==> src/rtl/tmr_pkg.sv <==
package tmr_pkg;
  localparam int DATA_W   = 32;
  localparam int EN_BIT   = 31;
  localparam int PER_BIT  = 30;
  localparam int PEND_BIT = 30;
  localparam int CLR_BIT  = 30;

  // Trigger readback word: enable, periodic mode, programmed count.
  function automatic logic [DATA_W-1:0] pack_trig(input logic en, input logic per,
                                                  input logic [DATA_W-1:0] cnt);
    logic [DATA_W-1:0] w;
    w = cnt;
    w[EN_BIT]  = en;
    w[PER_BIT] = per;
    return w;
  endfunction

  // Control readback word: pending flag above the remaining count.
  function automatic logic [DATA_W-1:0] pack_ctrl(input logic pend,
                                                  input logic [DATA_W-1:0] cnt);
    logic [DATA_W-1:0] w;
    w = cnt;
    w[PEND_BIT] = pend;
    return w;
  endfunction
endpackage

==> src/rtl/tmr_trig_reg.sv <==
module tmr_trig_reg #(
  parameter int CNT_W = 29
) (
  input  logic             clk,
  input  logic             rst_n,
  input  logic             load,
  input  logic             load_en,
  input  logic             load_per,
  input  logic [CNT_W-1:0] load_val,
  input  logic             expire,
  output logic             run,
  output logic             periodic,
  output logic [CNT_W-1:0] reload
);
  always_ff @(posedge clk) begin
    if (!rst_n) begin
      run      <= 1'b0;
      periodic <= 1'b0;
      reload   <= '0;
    end else if (load) begin
      run      <= load_en;
      periodic <= load_per;
      reload   <= load_val;
    end else if (expire && !periodic) begin
      run      <= 1'b0;
    end
  end

  // one-shot expiry disarms the channel
  p_oneshot_disarm_r4: assert property (@(posedge clk) disable iff (!rst_n)
    (expire && !periodic && !load) |=> !run);
endmodule

==> src/rtl/tmr_counter.sv <==
module tmr_counter #(
  parameter int CNT_W = 29
) (
  input  logic             clk,
  input  logic             rst_n,
  input  logic             tick_en,
  input  logic             run,
  input  logic             periodic,
  input  logic             load,
  input  logic [CNT_W-1:0] load_val,
  input  logic [CNT_W-1:0] reload,
  output logic [CNT_W-1:0] count,
  output logic             expire
);
  function automatic logic [CNT_W-1:0] next_count(input logic [CNT_W-1:0] cur,
                                                  input logic per,
                                                  input logic [CNT_W-1:0] rl);
    if (cur == '0) return per ? rl : '0;
    return cur - CNT_W'(1);
  endfunction

  logic step;
  assign step   = tick_en && run && !load;
  assign expire = step && (count == '0);

  always_ff @(posedge clk) begin
    if (!rst_n)    count <= '0;
    else if (load) count <= load_val;
    else if (step) count <= next_count(count, periodic, reload);
  end

  // count holds without a tick or a load
  p_hold_no_tick_r2: assert property (@(posedge clk) disable iff (!rst_n)
    (!tick_en && !load) |=> $stable(count));
  // count drops by one per enabled tick
  p_decrement_r2: assert property (@(posedge clk) disable iff (!rst_n)
    (tick_en && run && !load && count != '0) |=> (count == $past(count) - CNT_W'(1)));
  // periodic expiry reloads the programmed count
  p_reload_r5: assert property (@(posedge clk) disable iff (!rst_n)
    (expire && periodic) |=> (count == $past(reload)));
endmodule

==> src/rtl/tmr_irq_flag.sv <==
module tmr_irq_flag (
  input  logic clk,
  input  logic rst_n,
  input  logic set,
  input  logic clr,
  output logic pend
);
  always_ff @(posedge clk) begin
    if (!rst_n)   pend <= 1'b0;
    else if (set) pend <= 1'b1;
    else if (clr) pend <= 1'b0;
  end

  // expiry raises the pending flag
  p_set_r3: assert property (@(posedge clk) disable iff (!rst_n) set |=> pend);
  // pending holds until cleared
  p_hold_r8: assert property (@(posedge clk) disable iff (!rst_n) (pend && !clr) |=> pend);
  // set beats a same-cycle clear
  p_set_wins_r9: assert property (@(posedge clk) disable iff (!rst_n) (set && clr) |=> pend);
endmodule

==> src/rtl/tmr_channel.sv <==
module tmr_channel
  import tmr_pkg::*;
#(
  parameter int CNT_W  = 29,
  parameter int ADDR_W = 3
) (
  input  logic              clk,
  input  logic              rst_n,
  input  logic              tick_en,
  input  logic              bus_wr,
  input  logic [ADDR_W-1:0] bus_addr,
  input  logic [31:0]       bus_wdata,
  output logic [31:0]       bus_rdata,
  output logic              irq
);
  localparam logic [ADDR_W-1:0] TRIG_ADDR = ADDR_W'(0);
  localparam logic [ADDR_W-1:0] CTRL_ADDR = ADDR_W'(4);

  logic             sel_trig, sel_ctrl, wr_trig, clr_req;
  logic             run, periodic, expire, pend;
  logic [CNT_W-1:0] reload, count, load_val;
  logic             unused_wbits;

  assign sel_trig = (bus_addr == TRIG_ADDR);
  assign sel_ctrl = (bus_addr == CTRL_ADDR);
  assign wr_trig  = bus_wr && sel_trig;
  assign clr_req  = bus_wr && sel_ctrl && bus_wdata[CLR_BIT];
  assign load_val = bus_wdata[CNT_W-1:0];
  assign unused_wbits = ^bus_wdata[DATA_W-1:CNT_W];

  tmr_trig_reg #(.CNT_W(CNT_W)) u_trig (
    .clk(clk), .rst_n(rst_n), .load(wr_trig),
    .load_en(bus_wdata[EN_BIT]), .load_per(bus_wdata[PER_BIT]), .load_val(load_val),
    .expire(expire), .run(run), .periodic(periodic), .reload(reload)
  );

  tmr_counter #(.CNT_W(CNT_W)) u_cnt (
    .clk(clk), .rst_n(rst_n), .tick_en(tick_en), .run(run), .periodic(periodic),
    .load(wr_trig), .load_val(load_val), .reload(reload),
    .count(count), .expire(expire)
  );

  tmr_irq_flag u_irq (
    .clk(clk), .rst_n(rst_n), .set(expire), .clr(clr_req), .pend(pend)
  );

  assign irq = pend;

  always_comb begin
    bus_rdata = '0;
    if (sel_trig)      bus_rdata = pack_trig(run, periodic, DATA_W'(reload));
    else if (sel_ctrl) bus_rdata = pack_ctrl(pend, DATA_W'(count));
  end

  // a stopped channel never expires
  p_stopped_quiet_r6: assert property (@(posedge clk) disable iff (!rst_n)
    !run |-> !expire);
  // a trigger write loads the written count
  p_restart_r7: assert property (@(posedge clk) disable iff (!rst_n)
    wr_trig |=> (count == $past(load_val)));
endmodule

==> config.mk <==
export PLATFORM = sky130hd
export DESIGN_NAME = tmr_channel
export DESIGN_NICKNAME = d
export VERILOG_FILES = /design/src/rtl/tmr_pkg.sv /design/src/rtl/tmr_trig_reg.sv /design/src/rtl/tmr_counter.sv /design/src/rtl/tmr_irq_flag.sv /design/src/rtl/tmr_channel.sv
export SDC_FILE = /design/constraint.sdc
export NUM_CORES = 1
export LEC_CHECK = 0
export BUFFER_PORTS_ARGS = -buffer_cell sky130_fd_sc_hd__buf_2
export CORE_UTILIZATION = 40
export DETAILED_ROUTE_END_ITERATION = 8
export HOLD_SLACK_MARGIN = 0.02
export SYNTH_ARGS = -nofsm -noshare
export SYNTH_HDL_FRONTEND = slang
export SYNTH_HIERARCHICAL = 1
export SYNTH_SLANG_ARGS = --single-unit
==> constraint.sdc <==
create_clock -name clk -period 3.54 [get_ports clk]
set_input_delay 0.354 -clock clk [delete_from_list [all_inputs] [get_ports clk]]
set_output_delay 0.354 -clock clk [all_outputs]
set_load 0.05 [all_outputs]
---- Yosys cells after proc, flatten, opt, wreduce, memory -nomap -nowiden ----
Index checks and enable logic that the tools add are counted.
word-level totals
  register bits ........................... 61
  bits of input ports ..................... 39
  output and inout port bits .............. 33
  word-level logic and storage cells ...... 36
operators by class
  $add $sub $neg .......................... 1
  equality and inequality tests ........... 1
  multiplexer cells ....................... 15
  reduce and logical (&&, ||, !) cells .... 14
operators with widths
  operator                                                               number
  29-bit 2-to-1 mux                                                      5
  32-bit 2-to-1 mux                                                      1
  31-bit 2-to-1 mux                                                      1
  29-bit zero test                                                       1
  29-bit by 1-bit subtractor with 29-bit output (second input constant)  1
  1-bit 2-to-1 mux                                                       8
  1-bit logical AND                                                      7
  2-bit nonzero test                                                     3
  3-bit equality test (second input constant)                            1
  3-bit zero test                                                        1
  1-bit zero test                                                        2

---- Logic depth before layout (Yosys ltp) ----
  depth after elaboration ................. 10
  mapped depth ............................ 11
  gate-level depth less buffers ........... 9

---- Cells and area by module ----
The synthesis kept the hierarchy.
by module, submodules not included
  module        instances  cells an instance  area an instance (µm²)  seq. area each (µm²)
  tmr_counter   1          308                2155.8                  580.6
  tmr_trig_reg  1          102                1206.2                  620.6
  tmr_channel   1          75                 541.8                   0.0
  tmr_irq_flag  1          3                  41.3                    20.0

---- Worst setup path after synthesis ----
OpenSTA, ideal clock, no wires.
  kind .................................... register to register
  start ................................... register u_cnt.count[0]
  end ..................................... register u_cnt.count[8]
  library setup time ...................... 0.115 ns
  data arrival time ....................... 2.436 ns
  required time ........................... 3.425 ns
  path slack .............................. 0.990 ns
  stages on the path, launching flop included .. 10
  path buffers ............................ 1
  clock period less this slack ............ 2.550 ns
  cell sequence ........................... dfxtp_1 -> inv_1 -> ha_1 -> or4b_1 -> or4_4 -> or2_2 -> buf_2 -> a21oi_1 -> nor3_1 -> o21a_1
on the way
  cells in the longest elaborated chain, start to end .. 8
  elaborated cells between the ends (all ways) .. 9
  those cells by class .................... add/sub: 1; mux: 7; reduce/logical: 1
ends and longest elaborated chain
  item                                                                                                   RTL line           RTL
  from (decl)                                                                                            tmr_counter.sv:12  output logic [CNT_W-1:0] count,
  from (signal assigned)                                                                                 tmr_counter.sv:28  else if (load) count <= load_val;
  from (signal assigned)                                                                                 tmr_counter.sv:29  else if (step) count <= next_count(count, periodic, reload);
  parallel branches: the longest is 5 deep, another holds 29-bit by 1-bit subtractor with 29-bit output  --
  29-bit 2-to-1 mux *                                                                                    tmr_counter.sv:19  return cur - CNT_W'(1);
  29-bit 2-to-1 mux *                                                                                    tmr_counter.sv:29
  29-bit 2-to-1 mux *                                                                                    tmr_counter.sv:28
Mark *: on every way between the ends. The select of a mux whose other input is x is not followed.
A chain may end at the register's enable or synchronous reset.

---- Worst setup path after layout ----
  start ................................... register u_cnt.count[0]
  end ..................................... register u_cnt.count[7]
The elaborated chain is that of the path after synthesis.

==> results.py <==
metrics = {
    "synth": {
        "synthAdderAreaFrac_pct": 0.317,
        "syn_avg_cell_area_um2": 8.08,
        "ys_ff_latch": 61,
        "synth_simple_gate_area_share_pct": 27.9,
        "synth_area_um2": 3950,
        "yosys-mux-area-fraction_pct": 16.0,
        "yosysUniqueCellTypes": 55,
        "synth-edff-count": 0,
        "yosysTopAreaCell": "dfxtp_1",
        "async_flop_share_pct": 0,
        "seq_area_frac_synth_pct": 31.0,
        "synth_area_leaders": "dfxtp_1 31%, mux2i_1 16%, nor2_1 5.5%",
        "synth_warnings": 6,
        "synth_nets": 528,
        "yosysTopAreaCellShare_pct": 31.0,
        "syn_inst": 488,
        "synth_compound_area_share_pct": 14.5,
        "synthXorXnorAreaFrac_pct": 3.11,
        "synth_flop_cell": "dfxtp_1",
        "synth_top_family_by_area": "simple AND/OR/NAND/NOR gates",
    },
    "global_routing": {
        "grt_pass1_vias": 3560,
        "track_usage_pct": 22.8,
        "antenna_found_initial": 0,
        "grt_pass1_wl_um": 18200,
        "grt_max_degree": 67,
        "grt.overflow.total": 0,
    },
    "worst_hold_path": {
        "worstHoldStart": "bus_wdata[31]",
        "hp-class": "in2reg",
    },
    "power_and_ir_drop": {
        "switching_share_pct": 32.5,
        "intPower_mw": 1.20,
        "p_sw_uw": 578,
        "p_seq_share_pct": 41.3,
        "ir_drop_v": 0.000192,
        "p_comb_share_pct": 26.3,
        "p_clk_share_pct": 32.4,
        "p_per_area_nw_per_um2": 397,
        "leakagePower_nw": 1.81,
    },
    "routing": {
        "wl_per_cell_um": 16.6,
        "vias": 3774,
        "drt-pass1-iter-count": 5,
        "met3_length_um": 590,
        "drc_errors": 0,
        "avgViaCountPerCell": 5.59,
        "maxUsedRoutingLayer": "met4",
        "drt_iter0_drc": 189,
        "route.final.wire_length_um": 11200,
        "met1_length_um": 5450,
        "drtAntennaViolNets": 0,
        "wl_met2_um": 5040,
    },
    "worst_setup_path": {
        "cp.required_ns": 3.76,
        "critPathLaunch": "u_cnt/count[0]$_SDFFE_PN0P_",
        "crit_fanout": 23,
        "crit_type": "reg2reg",
        "reg2reg_from": "u_cnt/count[0]$_SDFFE_PN0P_",
        "end_kind": "flop",
        "worstPathArrival_ns": 3.09,
        "cp-start-kind": "flop",
    },
    "timing": {
        "rsz0062_at_grt": "no",
        "hold_viol_final": 0,
        "max_slew_margin_pct": 30.4,
        "timing.final.crit_share_pct": 81.2,
        "finalSetupTns_ns": 0,
        "hold_ws_ns": 0.272,
        "slew_violations": 0,
        "layout_min_cycle_time_ns": 2.88,
        "clock.fmax_mhz": 348,
        "setup_viol": 0,
        "clock_skew_ns": 0.00652,
        "worst_pin_slew_ns": 1.04,
    },
    "placed_design": {
        "placed_area_um2": 4300,
        "placement.io_buffers": 69,
        "gp_congestion": 0.870,
        "hpwl_um": 7130,
    },
    "clock_network": {
        "cts_setup_buffers": 0,
        "cts_resized": 0,
        "cts_max_level": 3,
        "clockRootBuffer": "clkbuf_8",
        "clk_path_buf_depth": 2,
        "cts.clk_slew.worst_paths_ns": 0.07,
        "tritoncts": "done",
        "postCtsHoldBufs": 0,
        "cts_buffers": 9,
        "cts.sinks": 61,
        "clk_latency_ns": 0.34,
    },
    "final_layout": {
        "nets": 582,
        "area_delta_synth_final_pct": 13.5,
        "drive_gt1_share_pct": 19.8,
        "post-route-cell-area_um2": 4480,
        "diodes": 0,
    },
    "floorplan": {
        "start_util_pct": 41.9,
        "fp.dieW_um": 101,
        "rows": 35,
        "die_y_um": 101,
        "core_um2": 9420,
        "die-area_um2": 10300,
        "num_io_pins": 72,
    },
    "run_status": {
        "status": "completed",
    },
    "run": {
        "cap_violations": 0,
    },
}
==> Yosys cell counts (5+ instances only) <==
master     n
clkbuf_1  22
a21oi_1   19
o21ai_0   26
o31ai_1    5
dfxtp_1   61
nand2_1   35
a31oi_1    9
nand4_1    5
buf_6      8
xnor2_1   10
or4_1      5
nor2b_1   31
nor3_1    26
nor2_1    58
mux2i_1   63
a211oi_1   5
or3_1      5
nor4_1     5
and3_1     9
nand3_1   13
a311oi_1   6
==> power by group through the flow <==
stage / Clock, mW / Sequential (mW) / Combinational [mW]
after floorplan: 0 / 0.741 / 0.351
after global placement: 0 / 0.748 / 0.454
after detailed placement: 0 / 0.749 / 0.457
after CTS: 0.588 / 0.733 / 0.460
after global routing: 0.621 / 0.737 / 0.512
final: 0.576 / 0.734 / 0.467
==> state kept, by name, indices dropped and copies added (netlist names) <==
name             cells
u_trig/periodic      1
u_trig/reload       29
u_irq/pend           1
u_cnt/count         29
u_trig/run           1
==> kinds of logic (layout without fill, tap and decap cells) <==
family                     Yosys count  count (layout)
and+or+nand+nor                    213             213
AOI/OAI and AO/OA                   90              90
muxes                               63              63
DFF                                 61              61
buffers and inverters               45             103
xor gates and xnor gates            14              14
adders and majority gates            1               1
other                                1               1
==> placed cells by master, fill, tap and decap left out, types with 2 or more instances in the layout <==
| master | count |
|---|---|
| xnor2_1 | 10 |
| nor2_2 | 3 |
| o211ai_1 | 3 |
| mux2i_1 | 63 |
| nor2_1 | 58 |
| inv_1 | 4 |
| o21a_1 | 4 |
| clkbuf_8 | 12 |
| a21boi_0 | 4 |
| a31oi_1 | 9 |
| a21oi_1 | 19 |
| nor3_1 | 26 |
| a221oi_1 | 4 |
| o31ai_1 | 5 |
| a311oi_1 | 6 |
| or3_1 | 5 |
| o21ai_0 | 26 |
| nand4_1 | 5 |
| buf_2 | 69 |
| and3_1 | 9 |
| dfxtp_1 | 61 |
| nor4_1 | 5 |
| xor2_1 | 4 |
| and2_1 | 3 |
| or4_1 | 5 |
| nor2b_1 | 31 |
| clkbuf_1 | 2 |
| buf_4 | 15 |
| a211oi_1 | 5 |
| nand3_1 | 13 |
| nand2_1 | 35 |
==> critical path, stage by stage, from the launching register on <==
cell	delay (ns)
dfxtp_1	0.34
inv_1	0.08
ha_1	0.19
or4b_1	0.59
or4_4	0.63
nor2_2	0.12
buf_4	0.30
nor2_1	0.11
a221oi_1	0.27
a21boi_0	0.12
==> cell type report <==
class | count | area (µm²)
fillers | 964 | 4940
clock buffers | 14 | 173
flip-flops and latches | 61 | 1220
repair buffers | 84 | 458
multi-input cells | 382 | 2440
clock inverters | 1 | 5.00
well taps | 129 | 161
inverters | 4 | 15.0
==> path summary, 6_finish.rpt <==
kind / endpoint / slack (ns) / cells after the start
max: u_cnt/count[7]$_SDFFE_PN0P_ / 0.66 / 9
max reg2reg: u_cnt/count[7]$_SDFFE_PN0P_ / 0.66 / 9
min reg2reg: u_cnt/count[6]$_SDFFE_PN0P_ / 0.50 / 2
min: u_trig/run$_SDFFE_PN0P_ / 0.27 / 3
==> per-layer routing <==
layer / vias to the layer above / track usage (%)
met1: 1796 / 31.1
met4: 0 / 7.47
met2: 123 / 36.7
met5: - / 0
met3: 7 / 3.73
li1: 1848 / -
==> stage by stage <==
stage	setup slack, ns	util [%]	instances	power (mW)
global route	0.446	47.6	675	1.87
detailed placement	0.678	45.7	660	1.21
finish	0.664	47.6	675	1.78
floorplan	0.990	-	488	1.09
CTS	0.676	47.6	675	1.78
global placement	0.705	45.7	660	1.20
(Power assumes the default switching activity.)
